`config.mk`:
```
export PLATFORM = sky130hd
export DESIGN_NAME = ring_cmd_seq
export DESIGN_NICKNAME = d
export VERILOG_FILES = /design/src/rtl/ring_cmd_pkg.sv /design/src/rtl/cmd_regfile.sv /design/src/rtl/cmd_arbiter.sv /design/src/rtl/frame_guard.sv /design/src/rtl/ring_cmd_seq.sv
export SDC_FILE = /design/constraint.sdc
export NUM_CORES = 1
export LEC_CHECK = 0
export ABC_AREA = 0
export BUFFER_PORTS_ARGS = -buffer_cell sky130_fd_sc_hd__buf_4
export CORE_ASPECT_RATIO = 0.75
export CORE_UTILIZATION = 40
export DETAILED_ROUTE_END_ITERATION = 8
export GPL_TIMING_DRIVEN = 1
export PLACE_DENSITY = 0.73
export SLEW_MARGIN = 20
export SYNTH_ARGS = -nofsm -noshare
export SYNTH_HDL_FRONTEND = slang
export SYNTH_SLANG_ARGS = --single-unit
export TNS_END_PERCENT = 10
```
`constraint.sdc`:
```
create_clock -name clk_i -period 1.6 [get_ports clk_i]
set_input_delay 0.16 -clock clk_i [delete_from_list [all_inputs] [get_ports clk_i]]
set_output_delay 0.16 -clock clk_i [all_outputs]
set_load 0.01 [all_outputs]
```
`src/rtl/ring_cmd_pkg.sv`:
```
package ring_cmd_pkg;
  localparam int unsigned REG_W = 8;
  localparam int unsigned NCMD  = 4;
  localparam int unsigned C_MARST = 0;
  localparam int unsigned C_MCRST = 1;
  localparam int unsigned C_BCN   = 2;
  localparam int unsigned C_CLM   = 3;

  typedef enum logic [1:0] {
    PH_BODY = 2'd0,
    PH_EDE  = 2'd1,
    PH_AC   = 2'd2,
    PH_NONE = 2'd3
  } frm_phase_e;

  // register bit position for each command index
  function automatic int unsigned bit_pos(input int unsigned idx);
    case (idx)
      C_MARST: bit_pos = 0;
      C_MCRST: bit_pos = 2;
      C_BCN:   bit_pos = 3;
      default: bit_pos = 4;
    endcase
  endfunction
endpackage

```
`src/rtl/cmd_regfile.sv`:
```
module cmd_regfile
  import ring_cmd_pkg::*;
#(
  parameter int unsigned ADDR_W = 8,
  parameter logic [ADDR_W-1:0] CMD_ADDR = 8'h02
) (
  input  logic              clk_i,
  input  logic              rst_ni,
  input  logic              wr_i,
  input  logic [ADDR_W-1:0] addr_i,
  input  logic [REG_W-1:0]  wdata_i,
  output logic [REG_W-1:0]  rdata_o,
  input  logic              mst_start_i,
  input  logic [NCMD-1:0]   clr_i,
  output logic [NCMD-1:0]   q_o
);
  logic            hit;
  logic [NCMD-1:0] set;

  assign hit = wr_i && (addr_i == CMD_ADDR);

  always_comb begin
    for (int i = 0; i < NCMD; i++) set[i] = hit && wdata_i[bit_pos(i)];
    // beacon write and master reset both raise the MAC reset request
    set[C_MCRST] = set[C_MCRST] || set[C_BCN] || mst_start_i;
  end

  for (genvar g = 0; g < NCMD; g++) begin : g_bit
    logic bit_q;
    always_ff @(posedge clk_i or negedge rst_ni) begin
      if (!rst_ni) bit_q <= 1'b0;
      else         bit_q <= set[g] || (bit_q && !clr_i[g]);
    end
    assign q_o[g] = bit_q;
  end

  always_comb begin
    rdata_o = '0;
    if (addr_i == CMD_ADDR)
      for (int i = 0; i < NCMD; i++) rdata_o[bit_pos(i)] = q_o[i];
  end

  AST_BCN_SETS_MCRST: assert property (@(posedge clk_i) disable iff (!rst_ni)
    (hit && wdata_i[bit_pos(C_BCN)]) |=> q_o[C_MCRST]);
  AST_ZERO_NO_CANCEL: assert property (@(posedge clk_i) disable iff (!rst_ni)
    (q_o[C_CLM] && !clr_i[C_CLM]) |=> q_o[C_CLM]);
endmodule

```
`src/rtl/cmd_arbiter.sv`:
```
module cmd_arbiter
  import ring_cmd_pkg::*;
#(
  parameter int unsigned MRST_CYCLES = 4,
  localparam int unsigned CNT_W = $clog2(MRST_CYCLES + 1)
) (
  input  logic            clk_i,
  input  logic            rst_ni,
  input  logic [NCMD-1:0] q_i,
  input  logic            txs_beacon_i,
  input  logic            my_beacon_i,
  input  logic            enter_claim_i,
  input  logic            enter_beacon_i,
  output logic            mst_start_o,
  output logic [NCMD-1:0] clr_o,
  output logic            grant_idle_o,
  output logic            grant_bcn_o,
  output logic            grant_clm_o,
  output logic            mac_rst_o,
  output logic            force_beacon_o,
  output logic            force_claim_o,
  output logic            cfg_clear_o,
  output logic            timer_dflt_o
);
  logic [CNT_W-1:0] cnt_q;
  logic             mst_done;
  logic             bcn_iss_q, clm_iss_q;
  logic             claim_open;

  assign mst_start_o = q_i[C_MARST] && (cnt_q == '0);
  assign mst_done    = q_i[C_MARST] && (cnt_q == CNT_W'(MRST_CYCLES - 1));

  // precedence: MAC reset, then beacon, then claim
  assign claim_open   = !txs_beacon_i || my_beacon_i;
  assign grant_idle_o = q_i[C_MCRST];
  assign grant_bcn_o  = !mst_start_o && !q_i[C_MCRST] && q_i[C_BCN] && !bcn_iss_q;
  assign grant_clm_o  = !mst_start_o && !q_i[C_MCRST] && !q_i[C_BCN] && q_i[C_CLM]
                        && !clm_iss_q && claim_open;

  always_comb begin
    clr_o          = '0;
    clr_o[C_MARST] = mst_done;
    clr_o[C_MCRST] = grant_idle_o;
    clr_o[C_BCN]   = enter_beacon_i || mst_start_o;
    clr_o[C_CLM]   = enter_claim_i || enter_beacon_i || mst_start_o;
  end

  always_ff @(posedge clk_i or negedge rst_ni) begin
    if (!rst_ni) begin
      cnt_q          <= '0;
      bcn_iss_q      <= 1'b0;
      clm_iss_q      <= 1'b0;
      mac_rst_o      <= 1'b0;
      force_beacon_o <= 1'b0;
      force_claim_o  <= 1'b0;
      cfg_clear_o    <= 1'b0;
      timer_dflt_o   <= 1'b0;
    end else begin
      if (!q_i[C_MARST] || mst_done) cnt_q <= '0;
      else                           cnt_q <= cnt_q + 1'b1;
      if (grant_idle_o || !q_i[C_BCN]) bcn_iss_q <= 1'b0;
      else if (grant_bcn_o)            bcn_iss_q <= 1'b1;
      if (grant_idle_o || !q_i[C_CLM]) clm_iss_q <= 1'b0;
      else if (grant_clm_o)            clm_iss_q <= 1'b1;
      mac_rst_o      <= grant_idle_o;
      force_beacon_o <= grant_bcn_o;
      force_claim_o  <= grant_clm_o;
      cfg_clear_o    <= mst_start_o;
      timer_dflt_o   <= mst_start_o;
    end
  end

  AST_ONE_FORCE: assert property (@(posedge clk_i) disable iff (!rst_ni)
    $onehot0({mac_rst_o, force_beacon_o, force_claim_o}));
  AST_CLAIM_GATE: assert property (@(posedge clk_i) disable iff (!rst_ni)
    force_claim_o |-> $past(!q_i[C_BCN] && (!txs_beacon_i || my_beacon_i)));
  AST_MRST_SETS_MCRST: assert property (@(posedge clk_i) disable iff (!rst_ni)
    cfg_clear_o |-> q_i[C_MCRST]);
  AST_BCN_FROM_BIT: assert property (@(posedge clk_i) disable iff (!rst_ni)
    $rose(force_beacon_o) |-> $past(q_i[C_BCN] && !q_i[C_MCRST]));
endmodule

```
`src/rtl/frame_guard.sv`:
```
module frame_guard
  import ring_cmd_pkg::*;
(
  input  logic       clk_i,
  input  logic       rst_ni,
  input  logic       grant_idle_i,
  input  logic       grant_bcn_i,
  input  logic       grant_clm_i,
  input  logic       frm_active_i,
  input  logic [1:0] frm_phase_i,
  input  logic       frm_sent_i,
  output logic       tx_abort_o,
  output logic       ed_suppress_o,
  output logic       ext_ok_o
);
  frm_phase_e phase;
  logic       armed_q;
  logic       any_grant;

  assign phase     = frm_phase_e'(frm_phase_i);
  assign any_grant = grant_idle_i || grant_bcn_i || grant_clm_i;

  always_ff @(posedge clk_i or negedge rst_ni) begin
    if (!rst_ni) begin
      tx_abort_o    <= 1'b0;
      ed_suppress_o <= 1'b0;
      armed_q       <= 1'b0;
      ext_ok_o      <= 1'b0;
    end else begin
      // A/C indicators still go out; ED/E byte is withheld
      tx_abort_o    <= grant_idle_i && frm_active_i && (phase != PH_AC);
      ed_suppress_o <= grant_idle_i && frm_active_i && (phase == PH_EDE);
      if (any_grant) begin
        ext_ok_o <= 1'b0;
        armed_q  <= grant_bcn_i || grant_clm_i;
      end else if (armed_q && frm_sent_i) begin
        ext_ok_o <= 1'b1;
        armed_q  <= 1'b0;
      end
    end
  end

  AST_AC_KEEPS: assert property (@(posedge clk_i) disable iff (!rst_ni)
    tx_abort_o |-> $past(frm_phase_i != PH_AC));
  AST_EXT_AFTER_SENT: assert property (@(posedge clk_i) disable iff (!rst_ni)
    $rose(ext_ok_o) |-> $past(frm_sent_i));
endmodule

```
`src/rtl/ring_cmd_seq.sv`:
```
module ring_cmd_seq
  import ring_cmd_pkg::*;
#(
  parameter int unsigned ADDR_W = 8,
  parameter logic [ADDR_W-1:0] CMD_ADDR = 8'h02,
  parameter int unsigned MRST_CYCLES = 4
) (
  input  logic              clk_i,
  input  logic              rst_ni,
  input  logic              host_wr_i,
  input  logic [ADDR_W-1:0] host_addr_i,
  input  logic [7:0]        host_wdata_i,
  output logic [7:0]        host_rdata_o,
  input  logic              txs_beacon_i,
  input  logic              my_beacon_i,
  input  logic              enter_claim_i,
  input  logic              enter_beacon_i,
  input  logic              frm_active_i,
  input  logic [1:0]        frm_phase_i,
  input  logic              frm_sent_i,
  output logic              mac_rst_o,
  output logic              force_beacon_o,
  output logic              force_claim_o,
  output logic              cfg_clear_o,
  output logic              timer_dflt_o,
  output logic              tx_abort_o,
  output logic              ed_suppress_o,
  output logic              ext_ok_o
);
  logic [NCMD-1:0] q, clr;
  logic            mst_start, g_idle, g_bcn, g_clm;

  cmd_regfile #(.ADDR_W(ADDR_W), .CMD_ADDR(CMD_ADDR)) u_regs (
    .clk_i, .rst_ni,
    .wr_i(host_wr_i), .addr_i(host_addr_i), .wdata_i(host_wdata_i),
    .rdata_o(host_rdata_o), .mst_start_i(mst_start), .clr_i(clr), .q_o(q)
  );

  cmd_arbiter #(.MRST_CYCLES(MRST_CYCLES)) u_arb (
    .clk_i, .rst_ni, .q_i(q),
    .txs_beacon_i, .my_beacon_i, .enter_claim_i, .enter_beacon_i,
    .mst_start_o(mst_start), .clr_o(clr),
    .grant_idle_o(g_idle), .grant_bcn_o(g_bcn), .grant_clm_o(g_clm),
    .mac_rst_o, .force_beacon_o, .force_claim_o, .cfg_clear_o, .timer_dflt_o
  );

  frame_guard u_guard (
    .clk_i, .rst_ni,
    .grant_idle_i(g_idle), .grant_bcn_i(g_bcn), .grant_clm_i(g_clm),
    .frm_active_i, .frm_phase_i, .frm_sent_i,
    .tx_abort_o, .ed_suppress_o, .ext_ok_o
  );
endmodule

```
==> impl_metrics.tcl <==
set metrics [dict create \
    holdPathStages 2 \
    num-fill-cells 160 \
    cts_inserted_buffers 3 \
    ant_nets 0 \
    ios 43 \
    rows 13 \
    final_cell_mix "35 x buf_4, 17 x dfrtp_1, 7 x inv_1, 5 x nor2_1" \
    track_usage_pct 17.2 \
    n_antenna_cell 0 \
    first_pass_iters 2 \
    io_buffers 34 \
    fmax_mhz 677 \
    fin_tns_setup_ps 0 \
    clock_skew_ps 3.56 \
    max_cap_viol_count 0 \
    drive_gt1_share_pct 40.6 \
    vias_per_cell 4.85 \
    place_ws_ps 129 \
    grt_pass1_vias 581 \
    p_per_area_nw_per_um2 706 \
    vias 621 \
    r2r_start "u_arb.cnt_q[0]$_DFF_PN0_" \
    routabilityCongestion 0.751 \
    cts_sinks 17 \
    coreArea_um2 1790 \
    multi_input_area_um2 300 \
    reg2reg_slack_ps 120 \
    layout_setup_ws_ps 122 \
    dieArea_um2 2140 \
    grt_max_degree 18 \
    seq_area_frac_synth_pct 54.3 \
    syn_to_final_growth_pct 37.7 \
    finalNetCount 137 \
    htree_num_levels 1 \
    outcome "finished clean" \
    post_cts_buffers 0 \
    drv_slew 0 \
    drcViolationCount 0 \
    hold_path.class "in -> reg" \
    peakVddDrop_v 0.000471 \
    clock_latency_ps 280 \
    hold_start "frm_phase_i[1]" \
    die_y_um 40.3 \
    layout.area.seq_um2 425 \
    place_area_um2 1040 \
    grt_overflow 0 \
    routed_wl_um 1480 \
    cts_tree "yes" \
    p_leak_nw 0.586 \
    reg2reg_depth 5 \
    start_util_pct 43.8 \
    setup_viol 0 \
    fin_crit_sh_pct 92.4 \
    place_hpwl_um 1200 \
    path_clk_slew_ps 80 \
    post-route-min-period_ps 1480 \
    worstSetupEndpointType "register" \
    r2r_end "u_guard.armed_q$_DFFE_PN0P_" \
    synth_seq_cells 17 \
    hold_viol 0 \
    min_to "u_guard.ed_suppress_o$_DFF_PN0_" \
    start_kind "register" \
    antenna_found_initial 0 \
    critical_path_class "reg -> reg" \
    clk_path_buf_depth 2 \
    netlist_area_um2 783 \
    grt_pass1_wl_um 2450 \
    worstPathRequired_ps 1770 \
    cts_root_buf "clkbuf_4" \
    hold_slack_ps 35.9 \
    design_area_um2 1080 \
    rsz0062_at_grt "no" \
    final_common_cell "buf_4" \
    synth_cell_type_count 29 \
    worstPathMaxFanout 8 \
    die_x_um 53.1 \
    syn_inst 69 \
    wire_per_inst_um 11.6 \
    drtIter0Drc 4 \
    ys_warn_count 0 \
    cp.arrival_ps 1650 \
    avgSynthCellArea_um2 11.4 \
]
-- cell type report --
cell class | count | area share, %
Sequential cell | 17 | 39.4
Multi-Input combinational cell | 42 | 27.8
Timing Repair Buffer | 36 | 25.3
Tap cell | 22 | 2.55
Clock buffer | 4 | 2.44
Inverter | 7 | 2.44
-- cell usage after synthesis --
library cell  instances  area (µm²)
nor2_1                5        18.8
nor4_2                1        12.5
a31o_1                1        8.76
ha_1                  3        37.5
nand4_1               1        6.26
and3_1                4        25.0
nand2b_1              2        12.5
conb_1                1        3.75
buf_4                 5        37.5
nor3_4                1        16.3
o21a_1                1        7.51
nor2b_1               1        6.26
inv_1                 7        26.3
nor4b_1               1        8.76
nor3_1                2        10.0
or4b_4                1        13.8
nand2_1               2        7.51
dfrtp_1              17         425
a31o_2                1        8.76
nor4_1                1        6.26
and3b_1               1        8.76
clkbuf_2              1        5.00
and2_1                1        6.26
a32o_1                1        10.0
nor3b_1               1        7.51
nor4b_2               1        15.0
a211o_1               1        8.76
a21oi_1               3        15.0
a21o_1                1        7.51
-- critical path, stage by stage (launching register included) --
cell	delay, ps
dfrtp_1	410
inv_1	60
ha_1	130
and3b_1	370
nor3_1	120
a211o_1	280
-- routing by layer --
metal / vias to the layer above / part of all wire (%) / track usage [%]
met5: - / 0 / 0
met4: 0 / 0.54 / 3.95
met3: 2 / 9.1 / 8.33
met2: 30 / 47 / 30.4
met1: 284 / 43 / 19.0
li1: 305 / - / -
-- worst max-delay path by stage --
stage / from / end / slack, ps / cells after the start
floorplan: u_regs.g_bit[1].bit_q$_DFF_PN0_ / u_guard.ext_ok_o$_DFFE_PN0P_ / 260 / 3
detailed placement: u_arb.cnt_q[0]$_DFF_PN0_ / u_guard.armed_q$_DFFE_PN0P_ / 130 / 5
global placement: u_arb.cnt_q[0]$_DFF_PN0_ / u_guard.armed_q$_DFFE_PN0P_ / 170 / 5
global route: u_arb.cnt_q[0]$_DFF_PN0_ / u_guard.armed_q$_DFFE_PN0P_ / 40 / 5
CTS: u_arb.cnt_q[0]$_DFF_PN0_ / u_guard.armed_q$_DFFE_PN0P_ / 110 / 5
finish: u_arb.cnt_q[0]$_DFF_PN0_ / u_guard.armed_q$_DFFE_PN0P_ / 120 / 5
-- where the power goes --
group | switching, mW | total (mW) | internal, mW
Sequential | 0.00538 | 0.444 | 0.439
Combinational | 0.0447 | 0.100 | 0.0553
Clock | 0.120 | 0.217 | 0.0969
Total | 0.170 | 0.761 | 0.591
-- through the flow --
stage                     power [mW]  utilization [%]  std cells
after floorplan                0.491                -         72
after global placement         0.549             58.3        123
after detailed placement       0.552             58.3        123
after CTS                      0.771             60.3        128
after global routing           0.812             60.3        128
final                          0.761             60.3        128
-- logic make-up after synthesis --
logic type	count (synthesis)	share of synthesized area [%]
and+or+nand+nor	26	23.2
DFF	17	54.3
buffers and inverters	13	8.79
AOI/OAI and AO/OA	9	8.47
adders and majority gates	3	4.79
other	1	0.479
-- flip-flops by register name, summed over array words and instances, names as in the netlist --
| register | count |
|---|---|
| u_arb.bcn_iss_q | 1 |
| u_arb.cfg_clear_o | 1 |
| u_arb.clm_iss_q | 1 |
| u_arb.cnt_q | 3 |
| u_arb.force_beacon_o | 1 |
| u_arb.force_claim_o | 1 |
| u_arb.mac_rst_o | 1 |
| u_guard.armed_q | 1 |
| u_guard.ed_suppress_o | 1 |
| u_guard.ext_ok_o | 1 |
| u_guard.tx_abort_o | 1 |
| u_regs.g_bit.bit_q | 4 |
-- timing repair --
item | in CTS | in global routing
setup endpoints to repair | 0 | 0
endpoints found under the hold margin | 17 | 0
hold buffers | 1 | 0
gates resized for setup | 0 | 0
Note: power is estimated with default switching activity, not from simulation.
